<file path="src/rtl/sdram_init_pkg.sv">
package sdram_init_pkg;

  typedef enum logic [2:0] {
    CMD_MRS = 3'b000,
    CMD_REF = 3'b001,
    CMD_PRE = 3'b010,
    CMD_NOP = 3'b111
  } cmd_e;

  typedef enum logic [3:0] {
    ST_CKE, ST_PREA1, ST_EMRS, ST_MRS_DLL, ST_PREA2,
    ST_REF1, ST_REF2, ST_MRS, ST_READY, ST_RUN
  } step_e;

  function automatic int unsigned ns_to_cyc(input longint unsigned ns,
                                            input longint unsigned ps);
    longint unsigned c;
    c = (ns * 1000 + ps - 1) / ps;
    if (c == 0) c = 1;
    return int'(c);
  endfunction

  function automatic int unsigned cas_for_period(input int unsigned ps);
    return (ps >= 5000) ? 3 : 4;
  endfunction

  function automatic logic [2:0] bl_code(input int unsigned bl);
    case (bl)
      8:       return 3'd3;
      4:       return 3'd2;
      default: return 3'd1;
    endcase
  endfunction

  function automatic int unsigned max2(input int unsigned a, input int unsigned b);
    return (a > b) ? a : b;
  endfunction

endpackage

</file>
<file path="src/rtl/sdram_mode_words.sv">
module sdram_mode_words
  import sdram_init_pkg::*;
#(
  parameter int unsigned ADDR_W      = 13,
  parameter int unsigned CAS_LAT     = 3,
  parameter int unsigned BURST_LEN   = 4,
  parameter bit          INTERLEAVE  = 1'b0,
  parameter bit          DRV_REDUCED = 1'b0,
  parameter bit          DLL_DISABLE = 1'b0
) (
  output logic [ADDR_W-1:0] emrs_w_o,
  output logic [ADDR_W-1:0] mrs_w_o
);
  localparam int unsigned PAD_W = ADDR_W - 9;
  localparam logic [2:0] CL_CODE = 3'(CAS_LAT);

  logic [8:0] mrs_low;
  logic [8:0] emrs_low;

  assign mrs_low  = {1'b0, 1'b0, CL_CODE, INTERLEAVE, bl_code(BURST_LEN)};
  assign emrs_low = {7'd0, DRV_REDUCED, DLL_DISABLE};

  generate
    if (PAD_W > 0) begin : g_pad
      assign mrs_w_o  = {{PAD_W{1'b0}}, mrs_low};
      assign emrs_w_o = {{PAD_W{1'b0}}, emrs_low};
    end else begin : g_nopad
      assign mrs_w_o  = mrs_low[ADDR_W-1:0];
      assign emrs_w_o = emrs_low[ADDR_W-1:0];
    end
  endgenerate
endmodule

</file>
<file path="src/rtl/sdram_wait_cnt.sv">
module sdram_wait_cnt #(
  parameter int unsigned CNT_W   = 16,
  parameter int unsigned RST_VAL = 0
) (
  input  logic             clk_i,
  input  logic             rst_ni,
  input  logic             load_i,
  input  logic [CNT_W-1:0] load_val_i,
  output logic             zero_o
);
  logic [CNT_W-1:0] cnt_q;

  always_ff @(posedge clk_i or negedge rst_ni) begin
    if (!rst_ni)            cnt_q <= CNT_W'(RST_VAL);
    else if (load_i)        cnt_q <= load_val_i;
    else if (cnt_q != '0)   cnt_q <= cnt_q - 1'b1;
  end

  assign zero_o = (cnt_q == '0);

  // a load only happens when the previous wait has run out
  a_r1_load_on_zero: assert property (@(posedge clk_i) disable iff (!rst_ni)
    load_i |-> zero_o);
endmodule

</file>
<file path="src/rtl/sdram_cmd_reg.sv">
module sdram_cmd_reg
  import sdram_init_pkg::*;
#(
  parameter int unsigned ADDR_W = 13
) (
  input  logic              clk_i,
  input  logic              rst_ni,
  input  logic              cke_set_i,
  input  logic              rdy_set_i,
  input  logic              tick_i,
  input  cmd_e              cmd_i,
  input  logic [1:0]        ba_i,
  input  logic [ADDR_W-1:0] addr_i,
  output logic              cke_o,
  output logic              cs_n_o,
  output logic              ras_n_o,
  output logic              cas_n_o,
  output logic              we_n_o,
  output logic [1:0]        ba_o,
  output logic [ADDR_W-1:0] addr_o,
  output logic              ready_o,
  output logic              ref_tick_o
);
  always_ff @(posedge clk_i or negedge rst_ni) begin
    if (!rst_ni) begin
      cke_o      <= 1'b0;
      cs_n_o     <= 1'b0;
      {ras_n_o, cas_n_o, we_n_o} <= CMD_NOP;
      ba_o       <= '0;
      addr_o     <= '0;
      ready_o    <= 1'b0;
      ref_tick_o <= 1'b0;
    end else begin
      if (cke_set_i) cke_o <= 1'b1;
      if (rdy_set_i) ready_o <= 1'b1;
      cs_n_o     <= 1'b0;
      {ras_n_o, cas_n_o, we_n_o} <= cmd_i;
      ba_o       <= ba_i;
      addr_o     <= addr_i;
      ref_tick_o <= tick_i;
    end
  end

  // ready is sticky
  a_r8_ready_sticky: assert property (@(posedge clk_i) disable iff (!rst_ni)
    ready_o |=> ready_o);
  // clock enable never drops once raised
  a_r1_cke_sticky: assert property (@(posedge clk_i) disable iff (!rst_ni)
    cke_o |=> cke_o);
endmodule

</file>
<file path="src/rtl/sdram_init_seq.sv">
module sdram_init_seq
  import sdram_init_pkg::*;
#(
  parameter int unsigned CLK_PERIOD_PS    = 5000,
  parameter int unsigned POWERUP_NS       = 200000,
  parameter int unsigned TRP_NS           = 15,
  parameter int unsigned TRFC_NS          = 70,
  parameter int unsigned TMRD_CYC         = 2,
  parameter int unsigned TREFI_NS         = 7800,
  parameter int unsigned DLL_LOCK_CYC     = 200,
  parameter int unsigned BURST_LEN        = 4,
  parameter bit          BURST_INTERLEAVE = 1'b0,
  parameter bit          DRV_REDUCED      = 1'b0,
  parameter bit          DLL_DISABLE      = 1'b0,
  parameter int unsigned ADDR_W           = 13
) (
  input  logic              clk_i,
  input  logic              rst_ni,
  output logic              cke_o,
  output logic              cs_n_o,
  output logic              ras_n_o,
  output logic              cas_n_o,
  output logic              we_n_o,
  output logic [1:0]        ba_o,
  output logic [ADDR_W-1:0] addr_o,
  output logic              ready_o,
  output logic              ref_tick_o
);
  localparam int unsigned N_PU   = ns_to_cyc(POWERUP_NS, CLK_PERIOD_PS);
  localparam int unsigned N_RP   = ns_to_cyc(TRP_NS, CLK_PERIOD_PS);
  localparam int unsigned N_RFC  = ns_to_cyc(TRFC_NS, CLK_PERIOD_PS);
  localparam int unsigned N_REFI = ns_to_cyc(TREFI_NS, CLK_PERIOD_PS);
  localparam int unsigned N_MRD  = max2(TMRD_CYC, 1);
  localparam int unsigned CAS    = cas_for_period(CLK_PERIOD_PS);
  // cycles already spent between the DLL-reset write and the final write
  localparam int unsigned USED   = N_MRD + N_RP + 2 * N_RFC;
  localparam int unsigned GAP_FIN = (DLL_LOCK_CYC > USED + N_MRD) ? DLL_LOCK_CYC - USED : N_MRD;
  localparam int unsigned MAX_CYC = max2(max2(N_PU, N_REFI), max2(GAP_FIN, max2(N_RFC, N_RP)));
  localparam int unsigned CNT_W  = $clog2(MAX_CYC + 1);
  localparam int unsigned AGE_W  = $clog2(DLL_LOCK_CYC + 2);

  localparam logic [CNT_W-1:0] LV_RP   = CNT_W'(N_RP - 1);
  localparam logic [CNT_W-1:0] LV_RFC  = CNT_W'(N_RFC - 1);
  localparam logic [CNT_W-1:0] LV_MRD  = CNT_W'(N_MRD - 1);
  localparam logic [CNT_W-1:0] LV_FIN  = CNT_W'(GAP_FIN - 1);
  localparam logic [CNT_W-1:0] LV_REFI = CNT_W'(N_REFI - 1);

  logic [ADDR_W-1:0] emrs_w, mrs_w;
  logic              zero, load;
  logic [CNT_W-1:0]  load_val;
  step_e             step_q, step_d;
  cmd_e              cmd_d;
  logic [1:0]        ba_d;
  logic [ADDR_W-1:0] addr_d;
  logic              cke_set, rdy_set, tick;
  logic              emrs_done_q;

  sdram_mode_words #(
    .ADDR_W(ADDR_W), .CAS_LAT(CAS), .BURST_LEN(BURST_LEN),
    .INTERLEAVE(BURST_INTERLEAVE), .DRV_REDUCED(DRV_REDUCED), .DLL_DISABLE(DLL_DISABLE)
  ) u_words (
    .emrs_w_o(emrs_w),
    .mrs_w_o (mrs_w)
  );

  sdram_wait_cnt #(.CNT_W(CNT_W), .RST_VAL(N_PU - 1)) u_cnt (
    .clk_i     (clk_i),
    .rst_ni    (rst_ni),
    .load_i    (load),
    .load_val_i(load_val),
    .zero_o    (zero)
  );

  always_comb begin
    step_d   = step_q;
    cmd_d    = CMD_NOP;
    ba_d     = '0;
    addr_d   = '0;
    load     = 1'b0;
    load_val = '0;
    cke_set  = 1'b0;
    rdy_set  = 1'b0;
    tick     = 1'b0;
    if (zero) begin
      load = 1'b1;
      unique case (step_q)
        ST_CKE: begin
          cke_set = 1'b1;
          step_d  = ST_PREA1;
        end
        ST_PREA1, ST_PREA2: begin
          cmd_d      = CMD_PRE;
          addr_d[10] = 1'b1;
          load_val   = LV_RP;
          step_d     = (step_q == ST_PREA1) ? ST_EMRS : ST_REF1;
        end
        ST_EMRS: begin
          cmd_d    = CMD_MRS;
          ba_d     = 2'b01;
          addr_d   = emrs_w;
          load_val = LV_MRD;
          step_d   = ST_MRS_DLL;
        end
        ST_MRS_DLL: begin
          cmd_d     = CMD_MRS;
          addr_d    = mrs_w;
          addr_d[8] = 1'b1;
          load_val  = LV_MRD;
          step_d    = ST_PREA2;
        end
        ST_REF1, ST_REF2: begin
          cmd_d    = CMD_REF;
          load_val = LV_RFC;
          step_d   = (step_q == ST_REF1) ? ST_REF2 : ST_MRS;
        end
        ST_MRS: begin
          cmd_d    = CMD_MRS;
          addr_d   = mrs_w;
          load_val = LV_FIN;
          step_d   = ST_READY;
        end
        ST_READY: begin
          rdy_set  = 1'b1;
          load_val = LV_REFI;
          step_d   = ST_RUN;
        end
        ST_RUN: begin
          cmd_d    = CMD_REF;
          tick     = 1'b1;
          load_val = LV_REFI;
        end
        default: step_d = ST_CKE;
      endcase
    end
  end

  always_ff @(posedge clk_i or negedge rst_ni) begin
    if (!rst_ni) begin
      step_q      <= ST_CKE;
      emrs_done_q <= 1'b0;
    end else begin
      step_q <= step_d;
      if (zero && step_q == ST_EMRS) emrs_done_q <= 1'b1;
    end
  end

  sdram_cmd_reg #(.ADDR_W(ADDR_W)) u_out (
    .clk_i     (clk_i),
    .rst_ni    (rst_ni),
    .cke_set_i (cke_set),
    .rdy_set_i (rdy_set),
    .tick_i    (tick),
    .cmd_i     (cmd_d),
    .ba_i      (ba_d),
    .addr_i    (addr_d),
    .cke_o     (cke_o),
    .cs_n_o    (cs_n_o),
    .ras_n_o   (ras_n_o),
    .cas_n_o   (cas_n_o),
    .we_n_o    (we_n_o),
    .ba_o      (ba_o),
    .addr_o    (addr_o),
    .ready_o   (ready_o),
    .ref_tick_o(ref_tick_o)
  );

  // cycles since the DLL-reset write appeared on the pins, saturating
  logic [AGE_W-1:0] dll_age_q;
  logic             dll_seen_q;
  always_ff @(posedge clk_i or negedge rst_ni) begin
    if (!rst_ni) begin
      dll_age_q  <= '0;
      dll_seen_q <= 1'b0;
    end else if ({ras_n_o, cas_n_o, we_n_o} == CMD_MRS && ba_o == 2'b00 && addr_o[8]) begin
      dll_seen_q <= 1'b1;
      dll_age_q  <= AGE_W'(1);
    end else if (dll_seen_q && dll_age_q <= AGE_W'(DLL_LOCK_CYC)) begin
      dll_age_q <= dll_age_q + 1'b1;
    end
  end

  // no command while clock enable is low
  a_r1_nop_while_cke_low: assert property (@(posedge clk_i) disable iff (!rst_ni)
    !cke_o |-> ({ras_n_o, cas_n_o, we_n_o} == CMD_NOP));
  // every precharge is precharge-all
  a_r2_prea_all: assert property (@(posedge clk_i) disable iff (!rst_ni)
    ({ras_n_o, cas_n_o, we_n_o} == CMD_PRE) |-> addr_o[10]);
  // mode register write only after the extended one
  a_r4_emrs_first: assert property (@(posedge clk_i) disable iff (!rst_ni)
    ({ras_n_o, cas_n_o, we_n_o} == CMD_MRS && ba_o == 2'b00) |-> emrs_done_q);
  // ready only after the DLL lock window
  a_r8_dll_window: assert property (@(posedge clk_i) disable iff (!rst_ni)
    $rose(ready_o) |-> (dll_seen_q && dll_age_q >= AGE_W'(DLL_LOCK_CYC)));
  // the refresh strobe marks a refresh command
  a_r9_tick_is_ref: assert property (@(posedge clk_i) disable iff (!rst_ni)
    ref_tick_o |-> ({ras_n_o, cas_n_o, we_n_o} == CMD_REF && ready_o));
  // chip select stays asserted
  a_r10_cs_low: assert property (@(posedge clk_i) disable iff (!rst_ni)
    !cs_n_o);
endmodule

</file>
<file path="config.mk">
export PLATFORM = sky130hd
export DESIGN_NAME = sdram_init_seq
export DESIGN_NICKNAME = d
export VERILOG_FILES = /design/src/rtl/sdram_init_pkg.sv /design/src/rtl/sdram_mode_words.sv /design/src/rtl/sdram_wait_cnt.sv /design/src/rtl/sdram_cmd_reg.sv /design/src/rtl/sdram_init_seq.sv
export SDC_FILE = /design/constraint.sdc
export NUM_CORES = 1
export LEC_CHECK = 0
export BUFFER_PORTS_ARGS = -buffer_cell sky130_fd_sc_hd__clkbuf_2
export CELL_PAD_IN_SITES_DETAIL_PLACEMENT = 0
export CELL_PAD_IN_SITES_GLOBAL_PLACEMENT = 1
export CORE_MARGIN = 2
export CORE_UTILIZATION = 50
export DETAILED_ROUTE_END_ITERATION = 8
export PLACE_DENSITY = 0.89
export SETUP_SLACK_MARGIN = 0.2
export SYNTH_ARGS = -nofsm -noshare
export SYNTH_HDL_FRONTEND = slang
export SYNTH_HIERARCHICAL = 1
export SYNTH_SLANG_ARGS = --single-unit
</file>
<file path="constraint.sdc">
create_clock -name clk_i -period 4.3 [get_ports clk_i]
set_clock_uncertainty 0.15 [all_clocks]
set_input_delay 0.215 -clock clk_i [delete_from_list [all_inputs] [get_ports clk_i]]
set_output_delay 0.215 -clock clk_i [all_outputs]
set_load 0.03 [all_outputs]
</file>
==> impl_metrics.ini <==
[run_status]
status = finished clean

[critical_path]
worst_ep_arrival_time_ns = 3.00
worst-endpoint-required_ns = 4.39
path_class = flip-flop to flip-flop
r2r_cells = 9
crit-reg2reg-capture = u_cnt/cnt_q[1]$_DFFE_PN1P_
reg2reg_from = u_cnt/cnt_q[0]$_DFFE_PN1P_
worst_setup_path_end_kind = flip-flop
worst-path-max-fanout = 17
worst_setup_path_start_kind = flip-flop
r2r_setup_slack_ns = 1.39

[synth]
netlist_instances = 252
synthDominantCellAreaShare = 0.292
synth_area_sq_um = 2400
synth_area_leader_cell = dfrtp_1
post_synth.cell_area_avg_sq_um = 9.54
top_cells_by_instance_count_after_synthesis = buf_4 (28), dfrtp_1 (28), nor2_1 (23)
synthDistinctLibCells = 54
synth-main-ff-cell = dfrtp_1
netlist_top_cells_area = dfrtp_1 (29%), dfstp_2 (14%), buf_4 (8.7%), nand2b_1 (3.6%), nor2_1 (3.6%)
synthArstFlopShare = 1.00
ys_ff_latch = 41
yosys_warnings = 6
synth-edff-count = 0
synth-seq-area-share = 0.434

[finish]
share_of_final_layout_standard_cells_stronger_than_drive_strength_1 = 0.183
layout.nets = 275
antenna_cells_inserted = 0
final_cell_count_no_fill = 327
p_r_area_growth_vs_syn_pct = 4.84
layout.filler_cells = 445

[power_and_ir_drop]
power_frac_seq = 0.596
power.internal_mw = 0.504
total_switching_power_mw = 0.145
p_sw_frac = 0.223
vdd_ir_drop_max_v = 0.000108
clock_power_share = 0.381
power_density_nw_per_um2 = 257
power.share.combinational = 0.023
power.leakage_nw = 1.14

[sta]
timing.final.max_slew_violations = 0
period_minus_ws_final_ns = 2.91
slew_headroom = 0.336
timing_worst_slew_pin_value_ns = 0.996
setup-violations-final = 0
final.period_utilization = 0.676
rsz0062_at_grt = no
max_freq_mhz = 344
final_hold_viol_count = 0
finalSetupTns_ns = 0

[detailed_routing]
viasPerCell = 5.13
wl_per_cell_um = 13.1
detailedRoute.firstPassIterationCount = 4
drt-initial-drc-count = 159
route.vias.total = 1677
totalWireLength_um = 4270
detail_route.drc_violations = 0
postRouteAntennaNets = 0

[global_route]
grt_max_degree = 42
first_global_vias = 1642
wire_length_of_the_first_global_routing_pass_um = 7540
grt_util_all_layers = 0.182
antenna_found_initial = 0
grt-ovfl-total = 0

[floorplan]
std_cell_rows = 25
floorplan.die.height_um = 73.3
design.portCount = 24
die_width_um = 73.3
die-area_sq_um = 5380
initial_utilization = 0.512
core_area_sq_um = 4690

[clock_network]
post_cts_resized = 0
cts_hold_buf = 1
numCtsBuffers = 5
clkLatencyLatePin_ns = 0.30
clk_root_buffer_cell = clkbuf_8
numClockSinks = 41
ctsLongestPathBuffers = 2
cts.clk_slew.worst_paths_ns = 0.08
cts_tree = yes
cts_htree_levels = 2
postCtsSetupBuffers = 0

[place]
dp_hpwl_um = 2750
placed_cell_count = 318
placement.io_buffers = 22
globalplace.congestion = 0.723

[min_path]
min_to = u_out/ready_o$_DFFE_PN0P_
min-delay-start = u_out/ready_o$_DFFE_PN0P_
hold_class = flip-flop to flip-flop
min_delay_path_depth = 1

[job]
maxCapViolations = 0
-- layer usage --
metal,part of all wire,wire length (um),global-route usage
met3,0.046,198,0.0480
met4,0.016,68,0.0727
met5,0,0,0
met1,0.49,2110,0.259
met2,0.44,1890,0.265
-- area by class of cell --
class                      instances  area, sq um  share of cell area
multi-input combinational        194         1180               0.467
sequential                        41         1040               0.414
timing repair buffer              25          135              0.0536
clock buffer                       8         80.1              0.0318
tap                               54         67.6              0.0268
inverter                           5         18.8             0.00745
-- per-stage QoR --
step	hold WS (ns)	setup WS, ns	utilization	power [mW]	area, sq um
2_1_floorplan	-0.231	1.78	-	0.417	2520
3_3_place_gp	0.283	1.53	0.518	0.408	2430
3_5_place_dp	0.283	1.38	0.518	0.408	2430
4_1_cts	0.324	1.38	0.537	0.652	2520
5_1_grt	0.341	1.06	0.537	0.669	2520
6_report	0.319	1.39	0.537	0.648	2520
-- flip-flops by register name, summed over array words and instances, names as in the netlist, 2 cells and up --
| name | count |
|---|---|
| u_cnt/cnt_q | 16 |
| step_q | 4 |
| u_out/addr_o | 13 |
| u_out/ba_o | 2 |
-- worst max-delay path, stage by stage, from the launching register on --
cell and delay (ns):
dfstp_2 0.39, inv_1 0.08, ha_1 0.18, nor3b_4 0.39
nand3_2 0.21, nor2_2 0.41, clkinv_1 0.52, a21oi_1 0.24
nand2b_1 0.13, o31a_1 0.14
-- logic make-up (layout without fill, tap and decap cells) --
| logic type | Yosys count | in the layout | synth area share |
|---|---|---|---|
| simple gates | 90 | 90 | 0.222 |
| xor+xnor | 10 | 10 | 0.0364 |
| compound gates | 57 | 57 | 0.166 |
| other cells | 4 | 35 | 0.00624 |
| flops | 41 | 41 | 0.434 |
| mux | 1 | 1 | 0.00416 |
| buf+inv | 48 | 38 | 0.126 |
| fa+ha+maj | 1 | 1 | 0.00520 |
-- power groups by stage --
stage	clock network (mW)	registers [mW]	logic, mW
4_1_cts	0.250	0.387	0.0149
5_1_grt	0.264	0.386	0.0188
2_1_floorplan	0	0.395	0.0223
3_5_place_dp	0	0.394	0.0142
3_3_place_gp	0	0.394	0.0142
6_report	0.247	0.387	0.0148
-- placed cells by master (no fill, tap or decap), drive strengths merged, types with 5 or more instances in the layout --
cell type  instances
nand2b            14
nand2             16
a21oi             10
nand3              5
nor3               5
a22oi             11
o211a              6
dfrtp             28
clkbuf            30
nor4               5
o21ai             10
dfstp             13
conb              35
xnor2              9
nor2              23
-- worst max-delay path by stage --
stage                                          start                         end
after floorplan           u_cnt/cnt_q[0]$_DFFE_PN1P_  u_cnt/cnt_q[2]$_DFFE_PN1P_
after global placement    u_cnt/cnt_q[0]$_DFFE_PN1P_  u_cnt/cnt_q[1]$_DFFE_PN1P_
after detailed placement  u_cnt/cnt_q[0]$_DFFE_PN1P_  u_cnt/cnt_q[1]$_DFFE_PN1P_
after CTS                 u_cnt/cnt_q[0]$_DFFE_PN1P_  u_cnt/cnt_q[1]$_DFFE_PN1P_
after global routing      u_cnt/cnt_q[0]$_DFFE_PN1P_       step_q[1]$_DFFE_PN0P_
final                     u_cnt/cnt_q[0]$_DFFE_PN1P_  u_cnt/cnt_q[1]$_DFFE_PN1P_
No activity file was read; power rests on OpenSTA's default activity.
